<file path="config.mk">
export PLATFORM = sky130hd
export DESIGN_NAME = ras_predictor
export DESIGN_NICKNAME = d
export VERILOG_FILES = /design/src/rtl/ras_pkg.sv /design/src/rtl/ras_decode.sv /design/src/rtl/ras_stack.sv /design/src/rtl/ras_resolve.sv /design/src/rtl/ras_predictor.sv
export SDC_FILE = /design/constraint.sdc
export NUM_CORES = 1
export LEC_CHECK = 0
export BUFFER_PORTS_ARGS = -buffer_cell sky130_fd_sc_hd__buf_4
export CAP_MARGIN = 20
export CELL_PAD_IN_SITES_DETAIL_PLACEMENT = 0
export CELL_PAD_IN_SITES_GLOBAL_PLACEMENT = 2
export CORE_ASPECT_RATIO = 0.9
export CORE_MARGIN = 4
export CORE_UTILIZATION = 37
export DETAILED_ROUTE_END_ITERATION = 12
export PLACE_DENSITY_LB_ADDON = 0.1
export SYNTH_ARGS = -nofsm -noshare
export SYNTH_HDL_FRONTEND = slang
export SYNTH_SLANG_ARGS = --single-unit
</file>
<file path="constraint.sdc">
create_clock -name clk -period 3.4 [get_ports clk]
set_input_delay 0.34 -clock clk [delete_from_list [all_inputs] [get_ports clk]]
set_output_delay 0.34 -clock clk [all_outputs]
set_load 0.01 [all_outputs]
</file>
<file path="src/rtl/ras_pkg.sv">
package ras_pkg;
    localparam int          REG_W     = 5;
    localparam int          IMM_W     = 13;
    localparam logic [4:0]  REG_ZERO  = 5'd0;
    localparam logic [4:0]  REG_OLINK = 5'd15;
    localparam logic [4:0]  REG_ILINK = 5'd31;
    localparam int          LINK_OFS  = 8;

    typedef enum logic [1:0] {
        STK_IDLE    = 2'd0,
        STK_PUSH    = 2'd1,
        STK_POP     = 2'd2,
        STK_POPPUSH = 2'd3
    } stk_op_e;

    function automatic logic is_link_src(input logic [REG_W-1:0] r);
        return (r == REG_OLINK) || (r == REG_ILINK);
    endfunction
endpackage

</file>
<file path="src/rtl/ras_decode.sv">
module ras_decode
    import ras_pkg::*;
#(
    parameter int ADDR_W = 32
) (
    input  logic                 dec_valid,
    input  logic                 dec_is_call,
    input  logic                 dec_is_jmpl,
    input  logic [REG_W-1:0]     dec_rd,
    input  logic [REG_W-1:0]     dec_rs1,
    input  logic                 dec_use_imm,
    input  logic [IMM_W-1:0]     dec_imm,
    input  logic [ADDR_W-1:0]    dec_pc,
    output stk_op_e              op,
    output logic [ADDR_W-1:0]    link_addr
);
    logic writes_link;
    logic ret_form;
    logic do_push;
    logic do_pop;

    always_comb begin
        writes_link = dec_is_jmpl && (dec_rd == REG_OLINK);
        ret_form    = dec_is_jmpl && dec_use_imm
                      && (dec_imm == IMM_W'(LINK_OFS))
                      && is_link_src(dec_rs1)
                      && ((dec_rd == REG_ZERO) || (dec_rd == REG_OLINK));
        do_push     = dec_valid && (dec_is_call || writes_link);
        do_pop      = dec_valid && ret_form;
        unique case ({do_pop, do_push})
            2'b01:   op = STK_PUSH;
            2'b10:   op = STK_POP;
            2'b11:   op = STK_POPPUSH;
            default: op = STK_IDLE;
        endcase
        link_addr = dec_pc + ADDR_W'(LINK_OFS);
    end
endmodule

</file>
<file path="src/rtl/ras_stack.sv">
module ras_stack
    import ras_pkg::*;
#(
    parameter int ADDR_W = 32,
    parameter int DEPTH  = 8
) (
    input  logic              clk,
    input  logic              rst,
    input  stk_op_e           op,
    input  logic [ADDR_W-1:0] wr_addr,
    output logic [ADDR_W-1:0] top_addr,
    output logic              nonempty
);
    localparam int PTR_W = (DEPTH > 1) ? $clog2(DEPTH) : 1;
    localparam int CNT_W = $clog2(DEPTH + 1);
    localparam logic [PTR_W-1:0] PTR_LAST = PTR_W'(DEPTH - 1);
    localparam logic [CNT_W-1:0] CNT_FULL = CNT_W'(DEPTH);

    logic [ADDR_W-1:0] slot [DEPTH];
    logic [PTR_W-1:0]  tos;
    logic [CNT_W-1:0]  occ;
    logic [PTR_W-1:0]  tos_up;
    logic [PTR_W-1:0]  tos_dn;

    always_comb begin
        tos_up   = (tos == PTR_LAST) ? '0 : tos + 1'b1;
        tos_dn   = (tos == '0) ? PTR_LAST : tos - 1'b1;
        top_addr = slot[tos];
        nonempty = (occ != '0);
    end

    always_ff @(posedge clk) begin
        if (rst) begin
            tos <= '0;
            occ <= '0;
            for (int i = 0; i < DEPTH; i++) slot[i] <= '0;
        end else begin
            unique case (op)
                STK_PUSH: begin
                    slot[tos_up] <= wr_addr;
                    tos          <= tos_up;
                    if (occ != CNT_FULL) occ <= occ + 1'b1;
                end
                STK_POP: begin
                    tos <= tos_dn;
                    if (occ != '0) occ <= occ - 1'b1;
                end
                STK_POPPUSH: begin
                    slot[tos] <= wr_addr;
                    if (occ == '0) occ <= CNT_W'(1);
                end
                default: ;
            endcase
        end
    end
endmodule

</file>
<file path="src/rtl/ras_resolve.sv">
module ras_resolve #(
    parameter int ADDR_W = 32
) (
    input  logic              clk,
    input  logic              rst,
    input  logic              rec_en,
    input  logic [ADDR_W-1:0] rec_addr,
    input  logic              rsv_valid,
    input  logic [ADDR_W-1:0] rsv_target,
    output logic              mispredict,
    output logic [ADDR_W-1:0] redirect_pc
);
    logic [ADDR_W-1:0] last_pred;

    always_ff @(posedge clk) begin
        if (rst) begin
            last_pred   <= '0;
            mispredict  <= 1'b0;
            redirect_pc <= '0;
        end else begin
            if (rec_en) last_pred <= rec_addr;
            mispredict <= rsv_valid && (rsv_target != last_pred);
            if (rsv_valid) redirect_pc <= rsv_target;
        end
    end
endmodule

</file>
<file path="src/rtl/ras_predictor.sv">
module ras_predictor
    import ras_pkg::*;
#(
    parameter int ADDR_W = 32,
    parameter int DEPTH  = 8
) (
    input  logic              clk,
    input  logic              rst,
    input  logic              dec_valid,
    input  logic              dec_is_call,
    input  logic              dec_is_jmpl,
    input  logic [4:0]        dec_rd,
    input  logic [4:0]        dec_rs1,
    input  logic              dec_use_imm,
    input  logic [12:0]       dec_imm,
    input  logic [ADDR_W-1:0] dec_pc,
    output logic              pred_valid,
    output logic              pred_hit,
    output logic [ADDR_W-1:0] pred_target,
    input  logic              rsv_valid,
    input  logic [ADDR_W-1:0] rsv_target,
    output logic              mispredict,
    output logic [ADDR_W-1:0] redirect_pc
);
    stk_op_e           op;
    logic [ADDR_W-1:0] link_addr;
    logic [ADDR_W-1:0] top_addr;
    logic              nonempty;

    ras_decode #(.ADDR_W(ADDR_W)) u_decode (
        .dec_valid   (dec_valid),
        .dec_is_call (dec_is_call),
        .dec_is_jmpl (dec_is_jmpl),
        .dec_rd      (dec_rd),
        .dec_rs1     (dec_rs1),
        .dec_use_imm (dec_use_imm),
        .dec_imm     (dec_imm),
        .dec_pc      (dec_pc),
        .op          (op),
        .link_addr   (link_addr)
    );

    ras_stack #(.ADDR_W(ADDR_W), .DEPTH(DEPTH)) u_stack (
        .clk      (clk),
        .rst      (rst),
        .op       (op),
        .wr_addr  (link_addr),
        .top_addr (top_addr),
        .nonempty (nonempty)
    );

    always_comb begin
        pred_valid  = (op == STK_POP) || (op == STK_POPPUSH);
        pred_hit    = pred_valid && nonempty;
        pred_target = top_addr;
    end

    ras_resolve #(.ADDR_W(ADDR_W)) u_resolve (
        .clk         (clk),
        .rst         (rst),
        .rec_en      (pred_valid),
        .rec_addr    (top_addr),
        .rsv_valid   (rsv_valid),
        .rsv_target  (rsv_target),
        .mispredict  (mispredict),
        .redirect_pc (redirect_pc)
    );
endmodule

</file>
Word level (Yosys, flattened, before mapping)
Memory sizes are Yosys's and may differ from the RTL's. A register that Yosys moved wholly into a read port is not among the register bits. Cells that the tools add are included.

$add $sub $neg: 5. Equal/unequal tests: 16. Muxes and demuxes: 24. Reduce and logical (&&, ||, !) cells: 22.

Operators with widths (number): 32-bit 2-to-1 mux (2); 32-bit OR reduction (2); 32-bit by 4-bit adder with 32-bit output, second input constant (1); 32-bit != test (1); 3-bit 2-to-1 mux (6); 13-bit by 4-bit == test with 1-bit output, second input constant (1); 4-bit 2-to-1 mux (3); 4-bit one-hot mux with 3 select lines (1); 5-bit by 4-bit == test with 1-bit output, second input constant (2); 1-bit 2-to-1 mux (10); 1-bit logical AND (9); 2-bit == test, second input constant (4); 2-bit one-hot mux with 3 select lines (1); 3-bit one-hot mux with 2 select lines (1); 5-bit == test, second input constant (1); 5-bit zero test (1); 4-bit by 1-bit adder with 4-bit output, second input constant (1); 2-bit by 1-bit == test with 1-bit output, second input constant (2); 4-bit zero test (1); 1-bit logical OR (4); 2-bit by 1-bit != test with 1-bit output, second input constant (2); 4-bit != test, second input constant (1); 4-bit AND reduction (1); 4-bit nonzero test (1); other kinds (8) (8).

Flip-flop bits (word level): 72. Memory bits (writable): 256. Input port bits: 94. Output and inout bits: 67. Logic and storage cells: 73. Memories: 1.

Memories: u_stack.slot (depth 8, width 32, read ports 1, clocked after memory_dff 1, wr ports 8, line ras_stack.sv:19) `logic [ADDR_W-1:0] slot [DEPTH];`.

Depth between registers and ports, before layout
Gate-level depths: netlist of the first run.

Depth after elaboration: 14. Gate-level depth with buffers: 11. Gate-level depth less buffers: 10.

By module
Synthesis of the first run repeated with hierarchy kept, for this count alone.

Cell total of the unflattened synthesis: 1107. Area total of the unflattened synthesis: 15581.2 um^2.

Modules (own cells, without submodules): ras_stack (instances 1, cells each 757, area each 12249.2 um^2, sequential area each 7887.6 um^2); ras_resolve (instances 1, cells each 252, area each 2642.5 um^2, sequential area each 1301.2 um^2); ras_decode (instances 1, cells each 96, area each 679.4 um^2, sequential area each 0.0 um^2); ras_predictor (instances 1, cells each 2, area each 10.0 um^2, sequential area each 0.0 um^2).

Worst setup path after synthesis of the first run
OpenSTA, ideal clock, no wires.

Path kind: in2reg. Start: input dec_imm[1]. End: memory u_stack.slot[0][0] (enable). Setup time: 0.394 ns. Data arrival time: 3.311 ns. Required time: 3.006 ns. Path slack: -0.305 ns. Stages on the path: 9. Buffers on the path: 0. Cell sequence: or4b_2 -> a211oi_1 -> nand4_1 -> inv_1 -> ha_1 -> or3b_2 -> a21oi_1 -> nand4_1 -> nand2b_1.

RTL lines: start, declared (line ras_predictor.sv:15) `input logic [12:0] dec_imm,`; end, declared (line ras_stack.sv:19).

==> impl.org, run 1 <==
** Clock network
- Cts bufs inserted :: 39
- Number of setup buffers added after CTS :: 0
- TritonCTS built the clock tree.
- H-tree level count :: 2
- In this run the deepest clock path goes through 3 buffers.
- Number of hold buffers added after CTS :: 0
- The clock reaches the later pin of the worst-skew pair after around 520 ps.
- The tree is rooted in a sky130_fd_sc_hd__clkbuf_16.
- After clock tree synthesis, the clock-pin slew on the worst setup and hold paths is 60 ps.
- Cts repair resizes :: 0
- Clock tree synthesis found a total of approximately 330 sinks.

** Drt
- After detailed routing, the number of remaining DRC violations is 0.
- Using the TritonRoute via totals, the vias-per-cell ratio works out to 5.22.
- The detail route stage leaves a number of antenna-violating nets equal to 0.
- For this run, the detailed router's first-pass iteration total came to 5.
- Total number of vias :: about 10000
- For this block, the initial DRC count from the detailed router was 847.
- For this block, the routed nets add up to 43200 um of wire.
- Average wire per standard cell :: 22.6 um

** Synthesis
- The most used flip-flop cell after synthesis is sky130_fd_sc_hd__edfxtp_1.
- Sequential area share after synthesis :: 61.2%
- The mapped netlist covers between 15000 and 20000 um2.
- Count of warnings emitted by yosys :: 0
- Library cell with the largest summed area after synthesis :: sky130_fd_sc_hd__edfxtp_1
- After synthesis the netlist holds a flip-flop and latch count of 331.
- Sorting the synthesized cells by how often they occur yields 265 x sky130_fd_sc_hd__nor2_1, 256 x sky130_fd_sc_hd__edfxtp_1, 101 x sky130_fd_sc_hd__a21oi_1, 75 x sky130_fd_sc_hd__dfxtp_1, 65 x sky130_fd_sc_hd__clkbuf_1.
- Yosys mapped the design onto 52 distinct sky130hd cell types.
- Mean instance size in the synthesized netlist :: 12.8 um2
- In this run the biggest area consumer among cell types represents 51.2% of the synthesized area.
- Number of enable-type register cells in the synthesized netlist :: 256
- The number of nets handed over by synthesis was 1275.
- Ranked by total cell area, the synthesized netlist is headed by sky130_fd_sc_hd__edfxtp_1 51%, sky130_fd_sc_hd__dfxtp_1 10%, sky130_fd_sc_hd__mux4_2 9.6%, sky130_fd_sc_hd__nor2_1 6.6%, sky130_fd_sc_hd__a21oi_1 3.4%.
- The most common cell in the synthesized netlist is sky130_fd_sc_hd__nor2_1.
- Instance count of the mapped netlist :: 1169
- Share of async-settable or async-resettable flops after synthesis :: 0%

** Power and ir drop
- Clock network fraction of total power :: 40.6%
- IR Drop Worst-Case VDD :: 0.305 mV
- Net switching power :: 2.21 mW
- Leakage Power :: 6.86 nW
- Logic gate share of total power :: 10.8%
- The internal power of the cells totals 7.21 mW.
- Sequential share of power :: 48.6%
- Net switching is 23.5% of the power.
- Cell area power density :: 509 nW/um2

** Place
- The wire-length estimate of the detail-placed layout is slightly below 30000 um.
- OpenSTA, run right after detailed placement, puts the worst setup slack at -115 ps.
- The placed instances occupy a cell area of 17400 um2.
- At the end of routability-driven placement, the weighted congestion stood at 0.753.
- During placement, the flow inserted port buffers numbering 159.

** Global route
- Aggregate global routing overflow :: 0
- Via count of the first global-routing pass :: slightly above 10000
- Gr usage total :: 19.8%
- The initial antenna violation count came to 0.
- The first global-routing pass estimated 64900 um of wire.
- Pin count of the biggest net entering global routing :: 75

** Timing
- Min setup slack post-route :: 394 ps
- The routed design could run at a clock period as short as approximately 3000 ps.
- Final setup fails :: 0
- The number of hold violations in the final report was 0.
- Setup repair after global routing left no endpoint under its margin.
- Worst Hold Margin :: just under 80 ps
- Total negative slack :: 0 ps
- Relative slew margins :: between 40 and 50%
- Fmax achieved :: approximately 330 MHz
- Tightest Pin Transition :: 871 ps
- Final-report max-slew violation count :: 0
- Worst setup skew after layout :: 13.2 ps
- The worst path uses roughly 90% of the clock period.

** Setup path
- For the worst setup path, the data required time is between 3000 and 4000 ps.
- The worst setup path is launched from a primary input.
- STA classifies the critical path endpoint as a flip-flop.
- Worst path max stage delay :: between 700 and 800 ps
- Cell Chain, Critical Path :: buf_4, or4b_2, a211oi_1, nand4_1, inv_1, ha_1, or3b_2, a21oi_1, nand4_1, buf_4, a21oi_1
- The critical path in this run is classified as primary input to flip-flop.
- Crit path max-delay family :: simple AND/OR/NAND/NOR gates
- Data on the critical path arrives at its endpoint at 3370 ps.
- Maximum fanout encountered on the critical timing path :: 32
- Buffers plus inverters on the worst setup path :: 3
- Critical path's slowest cell :: sky130_fd_sc_hd__or4b_2

** Run
- The tool flagged a number of max-cap violations equal to 0.

** Worst hold path
- In this run the worst hold path is classified as primary input to flip-flop.

** Die
- Pin placement for this block handled 161 I/O pins.
- Placement Rows :: 69
- DIE AREA :: 43800 um2
- Initial Utilization :: 37.7%
- In this run the horizontal extent of the chip is 220 um.
- In this run the vertical extent of the chip is around 200 um.
- The core region is around 40000 um2.

** Cells and area
- The layout has 3637 filler cells.
- Once layout is done, the placed cells without fillers occupy approximately 19000 um2.
- Final-stage net count :: 1456
- Of the cells placed in the final design, the portion with a size suffix greater than 1 is between 20 and 30%.
- The number of antenna diodes in the final layout is 0.
- Relative to the synthesized area, the layout overhead comes to 23.4%.

** Outcome
- Run status :: finished clean
==> per-layer routing <==
metal / GRT usage (%) / wire (um)
met1: 29.2 / 20300
met2: 31.2 / 19600
met3: 3.33 / 2560
met4: 3.98 / 699
met5: 0 / 0
==> cell type report <==
type	count	area (um2)	area share, %
clock buffers	53	1050	5.67
clock inverters	16	100	0.541
inverters	11	41.3	0.223
multi-input cells	746	5470	29.5
flip-flops and latches	331	9190	49.7
well taps	532	666	3.60
repair buffers	221	2000	10.8
==> registers in the layout (all words and copies together) (netlist names), named ones only <==
name,cells
u_stack.occ,4
u_resolve.mispredict,1
u_resolve.redirect_pc,32
u_stack.tos,3
u_stack.slot,256
u_resolve.last_pred,32
==> cell usage in the layout, fill, tap and decap left out, types with 5 or more instances in the layout <==
cell type	synthesis	routed
sky130_fd_sc_hd__nor2_1	265	264
sky130_fd_sc_hd__edfxtp_1	256	256
sky130_fd_sc_hd__buf_4	0	194
sky130_fd_sc_hd__a21oi_1	101	101
sky130_fd_sc_hd__dfxtp_1	75	73
sky130_fd_sc_hd__mux4_2	64	64
sky130_fd_sc_hd__xnor2_1	40	40
sky130_fd_sc_hd__clkbuf_16	0	39
sky130_fd_sc_hd__nor3_1	35	35
sky130_fd_sc_hd__mux2i_1	33	33
sky130_fd_sc_hd__mux2_2	33	33
sky130_fd_sc_hd__buf_12	0	27
sky130_fd_sc_hd__nand4_1	25	25
sky130_fd_sc_hd__nand3_1	16	16
sky130_fd_sc_hd__nand2_1	13	13
sky130_fd_sc_hd__ha_1	11	11
sky130_fd_sc_hd__or4_1	10	10
sky130_fd_sc_hd__inv_1	10	10
sky130_fd_sc_hd__clkinv_1	1	10
sky130_fd_sc_hd__clkbuf_1	65	10
sky130_fd_sc_hd__xor2_1	9	9
sky130_fd_sc_hd__a21oi_2	8	8
sky130_fd_sc_hd__nand2b_2	0	8
sky130_fd_sc_hd__o31ai_1	7	7
sky130_fd_sc_hd__and3_1	7	7
sky130_fd_sc_hd__nor4_1	6	6
sky130_fd_sc_hd__or3_1	5	5
sky130_fd_sc_hd__nand3b_1	5	5
==> power by group through the flow <==
| stage | Sequential (mW) | Combinational (mW) | Clock [mW] |
|---|---|---|---|
| global placement | 4.66 | 1.04 | 0 |
| floorplan | 4.64 | 0.514 | 0 |
| finish | 4.58 | 1.02 | 3.82 |
| global route | 4.60 | 1.10 | 4.08 |
| detailed placement | 4.67 | 1.04 | 0 |
| CTS | 4.58 | 1.04 | 3.92 |
==> worst reg2reg max path: cells and delay by family (launching register included) <==
kind	cells	cell delay (ps)
adder cells (fa/ha/maj)	2	560
AO/OA/AOI/OAI	1	240
AND/OR/NAND/NOR	3	920
flip-flops	1	360
buffers and inverters	1	230
==> through the flow <==
step	utilization [%]	power, mW	std cells
global placement	43.6	5.70	1841
global route	46.5	9.78	1910
CTS	46.5	9.54	1910
finish	46.5	9.42	1910
detailed placement	43.6	5.70	1841
floorplan	-	5.16	1169
==> cells by family (layout without fill, tap and decap cells) <==
family	after synthesis	after routing	synth area share, %
AO/OA/AOI/OAI	134	134	5.07
multiplexers	130	130	14.3
buffers and inverters	92	301	2.48
XOR/XNOR	49	49	2.86
AND/OR/NAND/NOR	421	421	13.0
adder cells (fa/ha/maj)	12	12	1.05
flip-flops	331	331	61.2
==> worst paths after layout <==
kind                                    startpoint                               endpoint  slack (ps)  depth (start not counted)
min reg2reg  u_resolve.redirect_pc[4]$_SDFFE_PP0P_  u_resolve.redirect_pc[4]$_SDFFE_PP0P_         490                          2
max                                     dec_imm[1]      u_stack.slot[0][30]$_SDFFCE_PN0P_         390                         11
max reg2reg            u_stack.tos[0]$_SDFFE_PP0N_       u_stack.slot[5][3]$_SDFFCE_PN0P_         780                          7
min                                  rsv_target[8]  u_resolve.redirect_pc[8]$_SDFFE_PP0P_          80                          3
Note: power is estimated with default switching activity, not from simulation.
==> run 2: changes to the inputs <==
--- a/config.mk
+++ b/config.mk
@@ -11,9 +11,11 @@
 export CELL_PAD_IN_SITES_GLOBAL_PLACEMENT = 2
 export CORE_ASPECT_RATIO = 0.9
 export CORE_MARGIN = 4
-export CORE_UTILIZATION = 37
+export CORE_UTILIZATION = 38
 export DETAILED_ROUTE_END_ITERATION = 12
+export GPL_ROUTABILITY_DRIVEN = 0
 export PLACE_DENSITY_LB_ADDON = 0.1
 export SYNTH_ARGS = -nofsm -noshare
 export SYNTH_HDL_FRONTEND = slang
+export SYNTH_HIERARCHICAL = 1
 export SYNTH_SLANG_ARGS = --single-unit
==> impl.org, run 2 <==
** Drt
- Total number of vias :: 9260 (was 9977)
- The amount of wire on met2 after detailed routing was 19700 um (was 19600 um).
- Remaining number of nets flagged by the antenna check after routing :: 0 (unchanged)
- The via density per instance came to 5.00 (was 5.22).
- The detailed-routing iteration count for the pre-antenna-repair pass was 4 (was 5).
- Average wire per standard cell :: 23.0 um (was 22.6 um)
- Routed met1 length :: 19700 um (was 20300 um)
- The total met3 wirelength after detailed routing is 2130 um (was 2560 um).
- The iteration-0 DRC count of the detailed router is 568 (was 847).
- Highest layer used for signal routing :: met4 (unchanged)
- The remaining design rule violation count was 0 (unchanged).
- Total length of routed wires :: 42600 um (was 43200 um)

** Clock network
- The TritonCTS clock tree is built (unchanged).
- Worst-Skew Late Latency :: 530 ps (was 520 ps)
- H-tree level count :: 2 (unchanged)
- Number of setup buffers added after CTS :: 0 (unchanged)
- Register clock-pin slew on the reported worst setup and hold paths :: 60 ps (about the same)
- Cts repair resizes :: 0 (unchanged)
- Clock tree root buffer cell :: sky130_fd_sc_hd__clkbuf_16 (unchanged)
- Number of hold buffers added after CTS :: 0 (unchanged)
- The number of sinks driven by the clock tree was 331 (unchanged).
- Cts bufs inserted :: 38 (was 39)
- The worst-case clock buffer depth was 3 (unchanged).

** Setup path
- The critical path required time came to 3060 ps (was 3760 ps).
- Worst path max stage delay :: 690 ps (was 710 ps)
- Endpoint kind of the worst setup timing path :: primary output (was flip-flop)
- Worst path arrival time :: 2580 ps (was 3370 ps)
- Maximum fanout encountered on the critical timing path :: 21 (was 32)
- The critical path class is flip-flop to primary output (was primary input to flip-flop).
- The worst-path cell with the longest stage delay is sky130_fd_sc_hd__dfxtp_4 (was sky130_fd_sc_hd__or4b_2).
- Cell Chain, Critical Path :: buf_12, mux4_2, mux2_2, buf_4 (was buf_4, or4b_2, a211oi_1, nand4_1, inv_1, ha_1, or3b_2, a21oi_1, nand4_1, buf_4, a21oi_1)
- The startpoint class of the critical path is a flip-flop (was primary input).
- The cell family contributing the most delay on the critical path was multiplexers (was simple AND/OR/NAND/NOR gates).
- Buffers plus inverters on the worst setup path :: 2 (was 3)

** Synthesis
- Number of library cell types mapped by synthesis :: 53 (was 52)
- Syn Std Cell Area :: 15600 um2 (was 15000 um2)
- The number of synthesis warnings came to 6 (was 0).
- Synth Register Bits :: 331 (unchanged)
- Mean instance size in the synthesized netlist :: 14.1 um2 (was 12.8 um2)
- The main flop type after synthesis was sky130_fd_sc_hd__edfxtp_1 (unchanged).
- Biggest area contributors in the synthesized netlist: sky130_fd_sc_hd__edfxtp_1 49%, sky130_fd_sc_hd__and2_1 10%, sky130_fd_sc_hd__dfxtp_1 9.6%, sky130_fd_sc_hd__mux4_2 9.3%, sky130_fd_sc_hd__mux2i_1 4.2% (was sky130_fd_sc_hd__edfxtp_1 51%, sky130_fd_sc_hd__dfxtp_1 10%, sky130_fd_sc_hd__mux4_2 9.6%, sky130_fd_sc_hd__nor2_1 6.6%, sky130_fd_sc_hd__a21oi_1 3.4%).
- Number of enable-type register cells in the synthesized netlist :: 256 (unchanged)
- The post-synthesis cell count is 1107 (was 1169).
- Sequential area share after synthesis :: 59.0% (was 61.2%)
- Share of async-settable or async-resettable flops after synthesis :: 0% (unchanged)
- Top-count cell post-synth :: sky130_fd_sc_hd__and2_1 (was sky130_fd_sc_hd__nor2_1)
- Syn_nets :: 1212 (was 1275)
- Yosys top cell area share :: 49.3% (was 51.2%)
- Library cell with the largest summed area after synthesis :: sky130_fd_sc_hd__edfxtp_1 (unchanged)
- Top post-synthesis cells by count :: 257 x sky130_fd_sc_hd__and2_1, 256 x sky130_fd_sc_hd__edfxtp_1, 77 x sky130_fd_sc_hd__nor2_1, 75 x sky130_fd_sc_hd__dfxtp_1, 66 x sky130_fd_sc_hd__mux2i_1 (was 265 x sky130_fd_sc_hd__nor2_1, 256 x sky130_fd_sc_hd__edfxtp_1, 101 x sky130_fd_sc_hd__a21oi_1, 75 x sky130_fd_sc_hd__dfxtp_1, 65 x sky130_fd_sc_hd__clkbuf_1)

** Cells and area
- Largest registers in the final layout :: u_stack/slot: 256 flops, u_resolve/last_pred: 32 flops, u_resolve/redirect_pc: 32 flops (was u_stack.slot: 256 flops, u_resolve.last_pred: 32 flops, u_resolve.redirect_pc: 32 flops)
- The signed area change from the synthesized netlist to the final layout came to 20.1% (was 23.4%).
- The count of nets after finishing is 1392 (was 1456).
- Ratio of cells with drive above 1 in the final layout :: 28.8% (was 29.0%)
- The number of flip-flops in the largest register was 256 (unchanged).
- Leading cell type in the layout, fill and taps excluded :: sky130_fd_sc_hd__and2_1 (was sky130_fd_sc_hd__nor2_1)
- Commonest non-fill, non-tap cells in the layout :: 257 x sky130_fd_sc_hd__and2_1, 256 x sky130_fd_sc_hd__edfxtp_1, 195 x sky130_fd_sc_hd__buf_4 (was 264 x sky130_fd_sc_hd__nor2_1, 256 x sky130_fd_sc_hd__edfxtp_1, 194 x sky130_fd_sc_hd__buf_4)
- The largest register by flop count is u_stack/slot (was u_stack.slot).
- The antenna diode instance count is 0 (unchanged).

** Timing
- The maximum clock rate was 343 MHz (was 333 MHz).
- Min setup slack post-route :: 485 ps (was 394 ps)
- Final-report max-slew violation count :: 0 (unchanged)
- Setup repair after global routing missed its margin: false (unchanged).
- Final worst-path cycle share :: 85.7% (was 88.4%)
- The final period demand of the worst path is 2920 ps (was 3010 ps).
- The worst slew slack as a fraction of its limit is 42.9% (was 41.5%).
- The number of hold violations in the final report is 0 (unchanged).
- Total negative slack :: 0 ps (unchanged)
- Tightest Pin Transition :: 856 ps (was 871 ps)
- Worst setup skew after layout :: 17.6 ps (was 13.2 ps)
- The final number of setup-violating endpoints is 0 (unchanged).

** Power and ir drop
- Cell area power density :: 503 nW/um2 (was 509 nW/um2)
- Leakage Power :: 7.02 nW (was 6.86 nW)
- The total power came to 9.41 mW (was 9.42 mW).
- The worst ir drop on vdd came to 0.292 mV (was 0.305 mV).

** Die
- The die extent in x came to 221 um (was 220 um).
- The core region area is 40600 um2 (was 39800 um2).
- Placement Rows :: 70 (was 69)
- DIE AREA :: 44300 um2 (was 43800 um2)
- I/O pins :: 161 (unchanged)
- Die height :: 200 um (was 199 um)
- Initial Utilization :: 38.4% (was 37.7%)

** Place
- Post-detailed-placement half-perimeter wirelength :: 27300 um (was 29300 um)
- Port Buffer Count :: 159 (unchanged)
- The worst-case setup slack after placement was 128 ps (was -115 ps).

** Run
- Number of max-capacitance violations reported :: 0 (unchanged)

** Worst hold path
- The path category of the worst min-delay check is primary input to flip-flop (unchanged).

** Global route
- First-pass GRT wire length :: 63800 um (was 64900 um)
- The initial antenna violation count is 0 (unchanged).
- The pin count of the biggest net entering global routing came to 74 (was 75).
- Gr usage total :: 19.0% (was 19.8%)
- Via count of the first global-routing pass :: 9791 (was 10200)
- The aggregate global routing overflow came to 0 (unchanged).

** Outcome
- Run status :: finished clean (unchanged)
-- run 2: changes by cell type after synthesis, sizes merged, moves of 8 or more --
cell,delta
a21oi,-101
and2,+255
buf,+22
clkbuf,-38
mux2i,+33
nor2,-185
nor3,-32
o31ai,-8
or4,-11
xnor2,+15
-- run 2: layout make-up --
cell class | count | area, um2
clock buffers | 52 | 1020
clock inverters | 12 | 130
fillers | 3633 | 21800
inverters | 9 | 33.8
multi-input cells | 702 | 5980
flip-flops and latches | 331 | 9200
well taps | 540 | 676
repair buffers | 205 | 1660
-- run 2: cell families (layout without fill, tap and decap cells) --
family | after synthesis | count (layout) | synth area share (%)
compound gates | 30 | 30 | 1.29
xor+xnor | 63 | 63 | 3.54
fa+ha+maj | 11 | 11 | 0.883
buf+inv | 74 | 278 | 2.82
flops | 331 | 331 | 59.0
mux | 163 | 163 | 15.9
simple gates | 435 | 435 | 16.6
-- run 2: path summary, 6_finish.rpt --
kind / from / end / slack, ps / depth (start not counted)
max: flip-flop / pred_target[25] / 480 / 4
min: rsv_target[4] / u_resolve/redirect_pc[4]$_SDFFE_PP0P_ / 70 / 3
max reg2reg: u_stack/tos[0]$_SDFFE_PP0N_ / u_stack/slot[1][13]$_SDFFCE_PN0P_ / 870 / 7
min reg2reg: u_resolve/redirect_pc[4]$_SDFFE_PP0P_ / u_resolve/redirect_pc[4]$_SDFFE_PP0P_ / 490 / 2
-- run 2: worst reg2reg max path: cells and delay by family, from the launching register on --
kind / cells / cell delay (ps)
compound gates: 1 / 280
buf+inv: 1 / 410
simple gates: 3 / 870
flops: 1 / 380
fa+ha+maj: 2 / 450
-- run 2: where the power goes --
group	leakage (nW)	internal (mW)	total [mW]	switching [mW]
Clock	0.556	2.26	3.85	1.59
Combinational	3.20	0.451	0.976	0.525
Sequential	3.27	4.51	4.58	0.0716
Total	7.02	7.22	9.41	2.19
-- run 2: through the flow --
stage	area [um2]	utilization [%]	hold slack [ps]	cells
after CTS	18700	46.1	33.8	1851
after detailed placement	17600	43.3	482	1787
after global placement	17600	43.3	474	1787
after floorplan	15600	-	482	1107
after global routing	18700	46.1	52.6	1851
final	18700	46.1	66.1	1851
-- run 2: per-layer routing --
metal,vias to the layer above,global-route usage [%]
li1,4370,-
met1,4607,27.1
met2,229,30.2
met3,54,3.52
met4,0,5.16
met5,-,0
